$ cat config.mk
export PLATFORM = sky130hd
export DESIGN_NAME = ring_walker_top
export DESIGN_NICKNAME = d
export VERILOG_FILES = /design/src/rtl/ring_walk_pkg.sv /design/src/rtl/ring_cfg_regs.sv /design/src/rtl/ring_walker.sv /design/src/rtl/ring_fetch_arb.sv /design/src/rtl/ring_walker_top.sv
export SDC_FILE = /design/constraint.sdc
export NUM_CORES = 1
export LEC_CHECK = 0
export BUFFER_PORTS_ARGS = -buffer_cell sky130_fd_sc_hd__buf_4
export CAP_MARGIN = 20
export CORE_MARGIN = 1
export CORE_UTILIZATION = 59
export CTS_CLUSTER_SIZE = 14
export DETAILED_ROUTE_END_ITERATION = 8
export GPL_ROUTABILITY_DRIVEN = 1
export PLACE_DENSITY = 0.92
export RECOVER_POWER = 50
export REMOVE_ABC_BUFFERS = 1
export SYNTH_ARGS = -nofsm -noshare
export SYNTH_HDL_FRONTEND = slang
export SYNTH_SLANG_ARGS = --single-unit
$ cat constraint.sdc
create_clock -name clk -period 3.84 [get_ports clk]
set_input_delay 0.192 -clock clk [delete_from_list [all_inputs] [get_ports clk]]
set_output_delay 0.192 -clock clk [all_outputs]
set_load 0.01 [all_outputs]
$ cat src/rtl/ring_walk_pkg.sv
package ring_walk_pkg;

    localparam int REG_W   = 32;
    localparam int NUM_DIR = 2;
    localparam int DIR_TX  = 0;
    localparam int DIR_RX  = 1;

    localparam logic [2:0] RA_CTRL    = 3'd0;
    localparam logic [2:0] RA_TX_BASE = 3'd1;
    localparam logic [2:0] RA_RX_BASE = 3'd2;
    localparam logic [2:0] RA_TX_PTR  = 3'd3;
    localparam logic [2:0] RA_RX_PTR  = 3'd4;
    localparam logic [2:0] RA_STATUS  = 3'd5;

    localparam logic [REG_W-1:0] CTRL_RESET = 32'h0002_2000;
    localparam logic [3:0]       MIN_UNITS  = 4'd2;
    localparam int               UNIT_SHIFT = 3;

    localparam int READY_BIT = 31;
    localparam int EOR_BIT   = 30;

    typedef enum logic [1:0] {
        W_IDLE = 2'd0,
        W_REQ  = 2'd1,
        W_RESP = 2'd2,
        W_HOLD = 2'd3
    } walk_state_e;

    typedef struct packed {
        logic       gap_inc;
        logic [2:0] gap_count;
        logic [3:0] tx_units;
        logic [3:0] rx_units;
        logic [1:0] tx_burst;
        logic [1:0] rx_burst;
    } ctrl_fields_t;

    // argument holds control bits [23:8]
    function automatic ctrl_fields_t decode_ctrl(input logic [15:0] v);
        ctrl_fields_t f;
        f.rx_burst  = v[1:0];
        f.tx_burst  = v[3:2];
        f.rx_units  = v[7:4];
        f.tx_units  = v[11:8];
        f.gap_count = v[14:12];
        f.gap_inc   = v[15];
        return f;
    endfunction

    function automatic logic ctrl_legal(input logic [15:0] v);
        ctrl_fields_t f;
        f = decode_ctrl(v);
        return (f.tx_units >= MIN_UNITS) && (f.rx_units >= MIN_UNITS);
    endfunction

endpackage

$ cat src/rtl/ring_cfg_regs.sv
module ring_cfg_regs
    import ring_walk_pkg::*;
#(
    parameter int AW = 32
) (
    input  logic             clk,
    input  logic             rst,
    input  logic             we,
    input  logic [2:0]       addr,
    input  logic [REG_W-1:0] wdata,
    output logic [REG_W-1:0] ctrl,
    output logic [AW-1:0]    tx_base,
    output logic [AW-1:0]    rx_base,
    output logic             err
);

    always_ff @(posedge clk) begin
        if (rst) begin
            ctrl    <= CTRL_RESET;
            tx_base <= '0;
            rx_base <= '0;
            err     <= 1'b0;
        end else if (we) begin
            case (addr)
                RA_CTRL: begin
                    if (ctrl_legal(wdata[23:8])) ctrl <= wdata;
                    else                         err  <= 1'b1;
                end
                RA_TX_BASE: tx_base <= wdata[AW-1:0];
                RA_RX_BASE: rx_base <= wdata[AW-1:0];
                RA_STATUS:  if (wdata[0]) err <= 1'b0;
                default: ;
            endcase
        end
    end

endmodule

$ cat src/rtl/ring_walker.sv
module ring_walker
    import ring_walk_pkg::*;
#(
    parameter int AW = 32
) (
    input  logic             clk,
    input  logic             rst,
    input  logic [AW-1:0]    base,
    input  logic             load_en,
    input  logic [AW-1:0]    load_val,
    input  logic [3:0]       step_units,
    input  logic             kick,
    input  logic             done,
    input  logic             gnt,
    input  logic [REG_W-1:0] rd_data,
    output logic             req,
    output logic [AW-1:0]    ptr,
    output logic             desc_valid,
    output logic [REG_W-1:0] desc_word
);

    walk_state_e      st_q;
    logic [AW-1:0]    ptr_q;
    logic [REG_W-1:0] word_q;
    logic [AW-1:0]    step_bytes;
    logic [AW-1:0]    ptr_next;

    assign step_bytes = AW'({step_units, {UNIT_SHIFT{1'b0}}});
    assign ptr_next   = word_q[EOR_BIT] ? base : ptr_q + step_bytes;

    always_ff @(posedge clk) begin
        if (rst) begin
            st_q   <= W_IDLE;
            ptr_q  <= '0;
            word_q <= '0;
        end else if (load_en) begin
            st_q  <= W_IDLE;
            ptr_q <= load_val;
        end else begin
            case (st_q)
                W_IDLE: if (kick) st_q <= W_REQ;
                W_REQ:  if (gnt)  st_q <= W_RESP;
                W_RESP: begin
                    if (rd_data[READY_BIT]) begin
                        word_q <= rd_data;
                        st_q   <= W_HOLD;
                    end else begin
                        st_q <= W_IDLE;
                    end
                end
                W_HOLD: begin
                    if (done) begin
                        ptr_q <= ptr_next;
                        st_q  <= W_REQ;
                    end
                end
                default: st_q <= W_IDLE;
            endcase
        end
    end

    assign req        = (st_q == W_REQ);
    assign desc_valid = (st_q == W_HOLD);
    assign ptr        = ptr_q;
    assign desc_word  = word_q;

endmodule

$ cat src/rtl/ring_fetch_arb.sv
module ring_fetch_arb #(
    parameter int AW = 32,
    parameter int N  = 2
) (
    input  logic [N-1:0]         req,
    input  logic [N-1:0][AW-1:0] addr,
    output logic [N-1:0]         gnt,
    output logic                 mem_en,
    output logic [AW-1:0]        mem_addr
);

    // lowest index has priority
    always_comb begin
        gnt      = '0;
        mem_addr = '0;
        for (int i = N - 1; i >= 0; i--) begin
            if (req[i]) begin
                gnt      = '0;
                gnt[i]   = 1'b1;
                mem_addr = addr[i];
            end
        end
    end

    assign mem_en = |req;

endmodule

$ cat src/rtl/ring_walker_top.sv
module ring_walker_top
    import ring_walk_pkg::*;
#(
    parameter int AW = 32
) (
    input  logic             clk,
    input  logic             rst,
    input  logic             reg_we,
    input  logic [2:0]       reg_addr,
    input  logic [REG_W-1:0] reg_wdata,
    output logic [REG_W-1:0] reg_rdata,
    input  logic             tx_kick,
    input  logic             tx_done,
    output logic             tx_desc_valid,
    output logic [AW-1:0]    tx_desc_addr,
    output logic [REG_W-1:0] tx_desc_word,
    input  logic             rx_kick,
    input  logic             rx_done,
    output logic             rx_desc_valid,
    output logic [AW-1:0]    rx_desc_addr,
    output logic [REG_W-1:0] rx_desc_word,
    output logic             mem_rd_en,
    output logic [AW-1:0]    mem_rd_addr,
    input  logic [REG_W-1:0] mem_rd_data,
    output logic [1:0]       tx_burst,
    output logic [1:0]       rx_burst,
    output logic [2:0]       ifg_count,
    output logic             ifg_inc
);

    logic [REG_W-1:0] ctrl_q;
    logic [AW-1:0]    tx_base_q;
    logic [AW-1:0]    rx_base_q;
    logic             err_q;
    ctrl_fields_t     fields;

    logic [NUM_DIR-1:0]            kick_v, done_v, req_v, gnt_v, valid_v;
    logic [NUM_DIR-1:0][AW-1:0]    ptr_a;
    logic [NUM_DIR-1:0][REG_W-1:0] word_a;

    ring_cfg_regs #(.AW(AW)) u_cfg (
        .clk     (clk),
        .rst     (rst),
        .we      (reg_we),
        .addr    (reg_addr),
        .wdata   (reg_wdata),
        .ctrl    (ctrl_q),
        .tx_base (tx_base_q),
        .rx_base (rx_base_q),
        .err     (err_q)
    );

    assign fields = decode_ctrl(ctrl_q[23:8]);

    assign kick_v[DIR_TX] = tx_kick;
    assign kick_v[DIR_RX] = rx_kick;
    assign done_v[DIR_TX] = tx_done;
    assign done_v[DIR_RX] = rx_done;

    for (genvar d = 0; d < NUM_DIR; d++) begin : g_dir
        localparam bit IS_TX = (d == DIR_TX);
        logic [3:0]    units;
        logic          ld;
        logic [AW-1:0] base_cur;

        assign units    = IS_TX ? fields.tx_units : fields.rx_units;
        assign ld       = reg_we && (reg_addr == (IS_TX ? RA_TX_BASE : RA_RX_BASE));
        assign base_cur = IS_TX ? tx_base_q : rx_base_q;

        ring_walker #(.AW(AW)) u_walk (
            .clk        (clk),
            .rst        (rst),
            .base       (base_cur),
            .load_en    (ld),
            .load_val   (reg_wdata[AW-1:0]),
            .step_units (units),
            .kick       (kick_v[d]),
            .done       (done_v[d]),
            .gnt        (gnt_v[d]),
            .rd_data    (mem_rd_data),
            .req        (req_v[d]),
            .ptr        (ptr_a[d]),
            .desc_valid (valid_v[d]),
            .desc_word  (word_a[d])
        );
    end

    ring_fetch_arb #(.AW(AW), .N(NUM_DIR)) u_arb (
        .req      (req_v),
        .addr     (ptr_a),
        .gnt      (gnt_v),
        .mem_en   (mem_rd_en),
        .mem_addr (mem_rd_addr)
    );

    assign tx_desc_valid = valid_v[DIR_TX];
    assign tx_desc_addr  = ptr_a[DIR_TX];
    assign tx_desc_word  = word_a[DIR_TX];
    assign rx_desc_valid = valid_v[DIR_RX];
    assign rx_desc_addr  = ptr_a[DIR_RX];
    assign rx_desc_word  = word_a[DIR_RX];

    assign tx_burst  = fields.tx_burst;
    assign rx_burst  = fields.rx_burst;
    assign ifg_count = fields.gap_count;
    assign ifg_inc   = fields.gap_inc;

    always_comb begin
        case (reg_addr)
            RA_CTRL:    reg_rdata = ctrl_q;
            RA_TX_BASE: reg_rdata = REG_W'(tx_base_q);
            RA_RX_BASE: reg_rdata = REG_W'(rx_base_q);
            RA_TX_PTR:  reg_rdata = REG_W'(ptr_a[DIR_TX]);
            RA_RX_PTR:  reg_rdata = REG_W'(ptr_a[DIR_RX]);
            RA_STATUS:  reg_rdata = {{(REG_W-1){1'b0}}, err_q};
            default:    reg_rdata = '0;
        endcase
    end

endmodule

==> impl_metrics.ini <==
[yosys]
synth_cell_types = 87
async_flop_share_pct = 0
netlist_instances = 1659
ys.flop_type = dfxtp_1
synth-edff-count = 0
yosys_warnings = 0
netlist_area_mm2 = 0.0125
yosysSeqAreaShare_pct = 36.7
ys_ff_latch = 229
synth_area_per_cell_um2 = 7.53

[critical_path]
path_cells = clkbuf_1, buf_4, and2_1, a21oi_1, o22ai_1, buf_4
critPathMaxStageDelay_ns = 1.11
worstPathRequired_ns = 3.65
cp_num_buf_inv = 3
arrival_ns = 3.08
startpoint_type = primary input
cpMaxStageDelayCell = clkbuf_1
endpoint_kind = output pin
path_max_fanout = 29
crit_type = primary input to output pin
critPathTopFamily = buffers and inverters
cp_common_cell = buf_4

[finish]
fillers = 1530
drive_gt1_share_pct = 12.5
multi_input_area_mm2 = 0.00713
fin_cells = 2188
syn_to_final_growth_pct = 23.1
nets = 1993
seq_area_mm2 = 0.00458
diodes = 0

[sta]
fmax_mhz = 306
worstMarginPinSlew_ns = 1.57
slew_headroom_pct = -4.36
hold_viol = 0
slew_viol_final = 30
finalCriticalPeriod_ns = 3.27
finalCritPeriodShare_pct = 85.2
clock_skew_ns = 0.0153
tns_ns = 0
rsz0062_at_grt = false
setup_ws_ns = 0.569
setup_viol = 0

[global_route]
grt_antenna_before_repair = 0
grt_pass1_vias = 13700
grt_util_all_layers_pct = 40.6
overflow = 0
grt_pass1_wl_um = 70800
grt_max_degree = 186

[pwr]
p_int_mw = 4.05
clkPwrFrac_pct = 42.9
seqPwrFrac_pct = 45.4
powerDensity_mw_per_mm2 = 357
combinationalPowerShare_pct = 11.7
p_sw_share_pct = 26.3
finalPower_mw = 5.49
ir_worst_vdd_mv = 0.435
cellLeakagePower_nw = 5.45
p_switching_mw = 1.45

[route]
routed_wl_um = 45600
routed_via_density = 6.53
drtPass1Iterations = 9
dr.first_iter.drc_count = 1508
drc = 1
antenna_left = 0
post_drt_wl_per_cell_um = 20.8
vias = 14300

[cts]
tritoncts = done
clkTransAtPathRegs_ns = 0.06
cts_root_buf = clkbuf_16
cts_sinks = 229
clock_latency_ns = 0.53
cts_max_path_buffers = 3
cts_hold_buf = 63
cts-resized-gates = 0
numCtsBuffers = 25
htree_levels = 1
post_cts.repair.setup_buffers = 0

[floorplan]
die_h_um = 148
row_count = 52
ioPinCount = 277
die_w_um = 148
core_area_mm2 = 0.0205
die_area_mm2 = 0.0218
start_util_pct = 61.0

[placement]
gp_congestion = 1.02
port_buffers = 276
dp_slack_ns = 1.16
placed_cells = 2080
hpwl_um = 29200

[run_status]
violations = design-rule violations, max-capacitance violations, max-slew violations
status = finished, violations left

[flow_run]
maxCapViolations = 1

[hold_path]
min_path_type = primary input to register
## worst min-delay path, stage by stage
cell	delay, ns
buf_4	0.14
nand2_1	0.06
o31ai_1	0.05
a21oi_1	0.11
## power by group through the flow
stage	Combinational [mW]	Clock [mW]	Sequential [mW]
after global placement	0.572	0	2.54
after global routing	0.681	2.44	2.50
after detailed placement	0.587	0	2.54
final	0.644	2.36	2.49
after CTS	0.641	2.34	2.49
after floorplan	0.246	0	2.53
## layout make-up
cell class,instances,area share (%)
clock inverters,6,0.382
clock buffers,38,4.78
multi-input cells,1253,46.4
flip-flops and latches,229,29.8
well taps,270,2.20
repair buffers,368,15.9
inverters,24,0.586
## metrics by stage
| step | hold slack [ns] | utilization [%] | cell area, µm² |
|---|---|---|---|
| after floorplan | 0.261 | - | 11800 |
| final | 0.0678 | 75.0 | 15400 |
| after global routing | 0.0723 | 75.0 | 15400 |
| after global placement | 0.442 | 70.6 | 14500 |
| after CTS | 0.0637 | 77.6 | 15900 |
| after detailed placement | 0.447 | 70.6 | 14500 |
## flip-flops by register name, summed over array words and instances, names as in the netlist
name / cells
g_dir.u_walk.desc_word: 64
g_dir.u_walk.ptr: 64
g_dir.u_walk.st_q: 4
u_cfg.ctrl: 32
u_cfg.err: 1
u_cfg.rx_base: 32
u_cfg.tx_base: 32
## cell usage in the layout, fill, tap and decap left out, drive strengths merged, types with 10 or more instances in the layout
cell,synthesis,layout
inv,24,25
a22oi,17,17
nand4,17,17
o21ai,69,69
dlygate4sd3,0,63
a21oi,219,219
nor3,10,10
and3,12,12
ha,16,16
mux2i,78,78
nand2,388,388
o22ai,40,40
clkbuf,97,177
nor4,10,10
o211ai,29,29
nor2,116,116
or3,10,10
nand3,52,52
dfxtp,229,229
buf,56,166
## synthesized netlist by cell type, types with 5 or more instances
cell type	n	area share [%]
dfxtp_1	229	37
nand2b_1	5	0.25
a31oi_1	9	0.45
buf_6	5	0.45
xnor2_1	8	0.56
or4_1	9	0.54
a221o_1	5	0.40
o31ai_1	6	0.36
nand2_1	385	12
o21ai_0	64	2.6
buf_1	12	0.36
nand3b_1	6	0.36
and3_1	11	0.55
o211ai_1	28	1.7
nor4_1	5	0.25
or3_1	10	0.50
mux2i_1	78	6.2
nor3b_1	7	0.42
ha_1	16	1.6
a311oi_1	5	0.35
a22oi_1	17	1.0
nand3_1	50	2.0
xor2_1	8	0.56
buf_4	12	0.72
clkbuf_1	91	2.7
nor3_1	10	0.40
a21boi_0	6	0.36
o22ai_1	40	2.0
o21ai_1	5	0.20
nor4b_1	5	0.35
nor2b_1	8	0.40
a21oi_1	218	8.7
buf_2	27	1.1
nand4_1	14	0.70
inv_1	24	0.72
a211oi_1	8	0.48
nor2_1	114	3.4
## path summary, 6_finish.rpt
kind	startpoint	end	slack, ns	cells past startpoint
min	reg_we	u_cfg.err$_SDFFE_PP0P_	0.07	4
max	reg_addr[0]	reg_rdata[12]	0.57	6
min reg2reg	g_dir[0].u_walk.desc_word[20]$_SDFFE_PP0P_	g_dir[0].u_walk.desc_word[20]$_SDFFE_PP0P_	0.46	2
max reg2reg	g_dir[0].u_walk.ptr[3]$_SDFFE_PP0P_	g_dir[0].u_walk.ptr[31]$_SDFFE_PP0P_	1.04	8
## per-layer routing
layer  routed length, µm  GRT usage [%]  up-vias
met5                   0              0        -
met2               20600           65.0     1138
met4                2580           25.4        0
met1               16000           47.8     6584
met3                6350           11.8      237
li1                    -              -     6337
## cell families (layout without fill, tap and decap cells)
kind of cell	count (synthesis)	in the layout	synth area share (%)
mux	83	83	6.79
buf+inv	177	436	6.52
flops	229	229	36.7
compound gates	461	461	22.3
xor+xnor	16	16	1.12
simple gates	675	675	24.7
fa+ha+maj	18	18	1.92
Power figures use the tool's default switching activity.
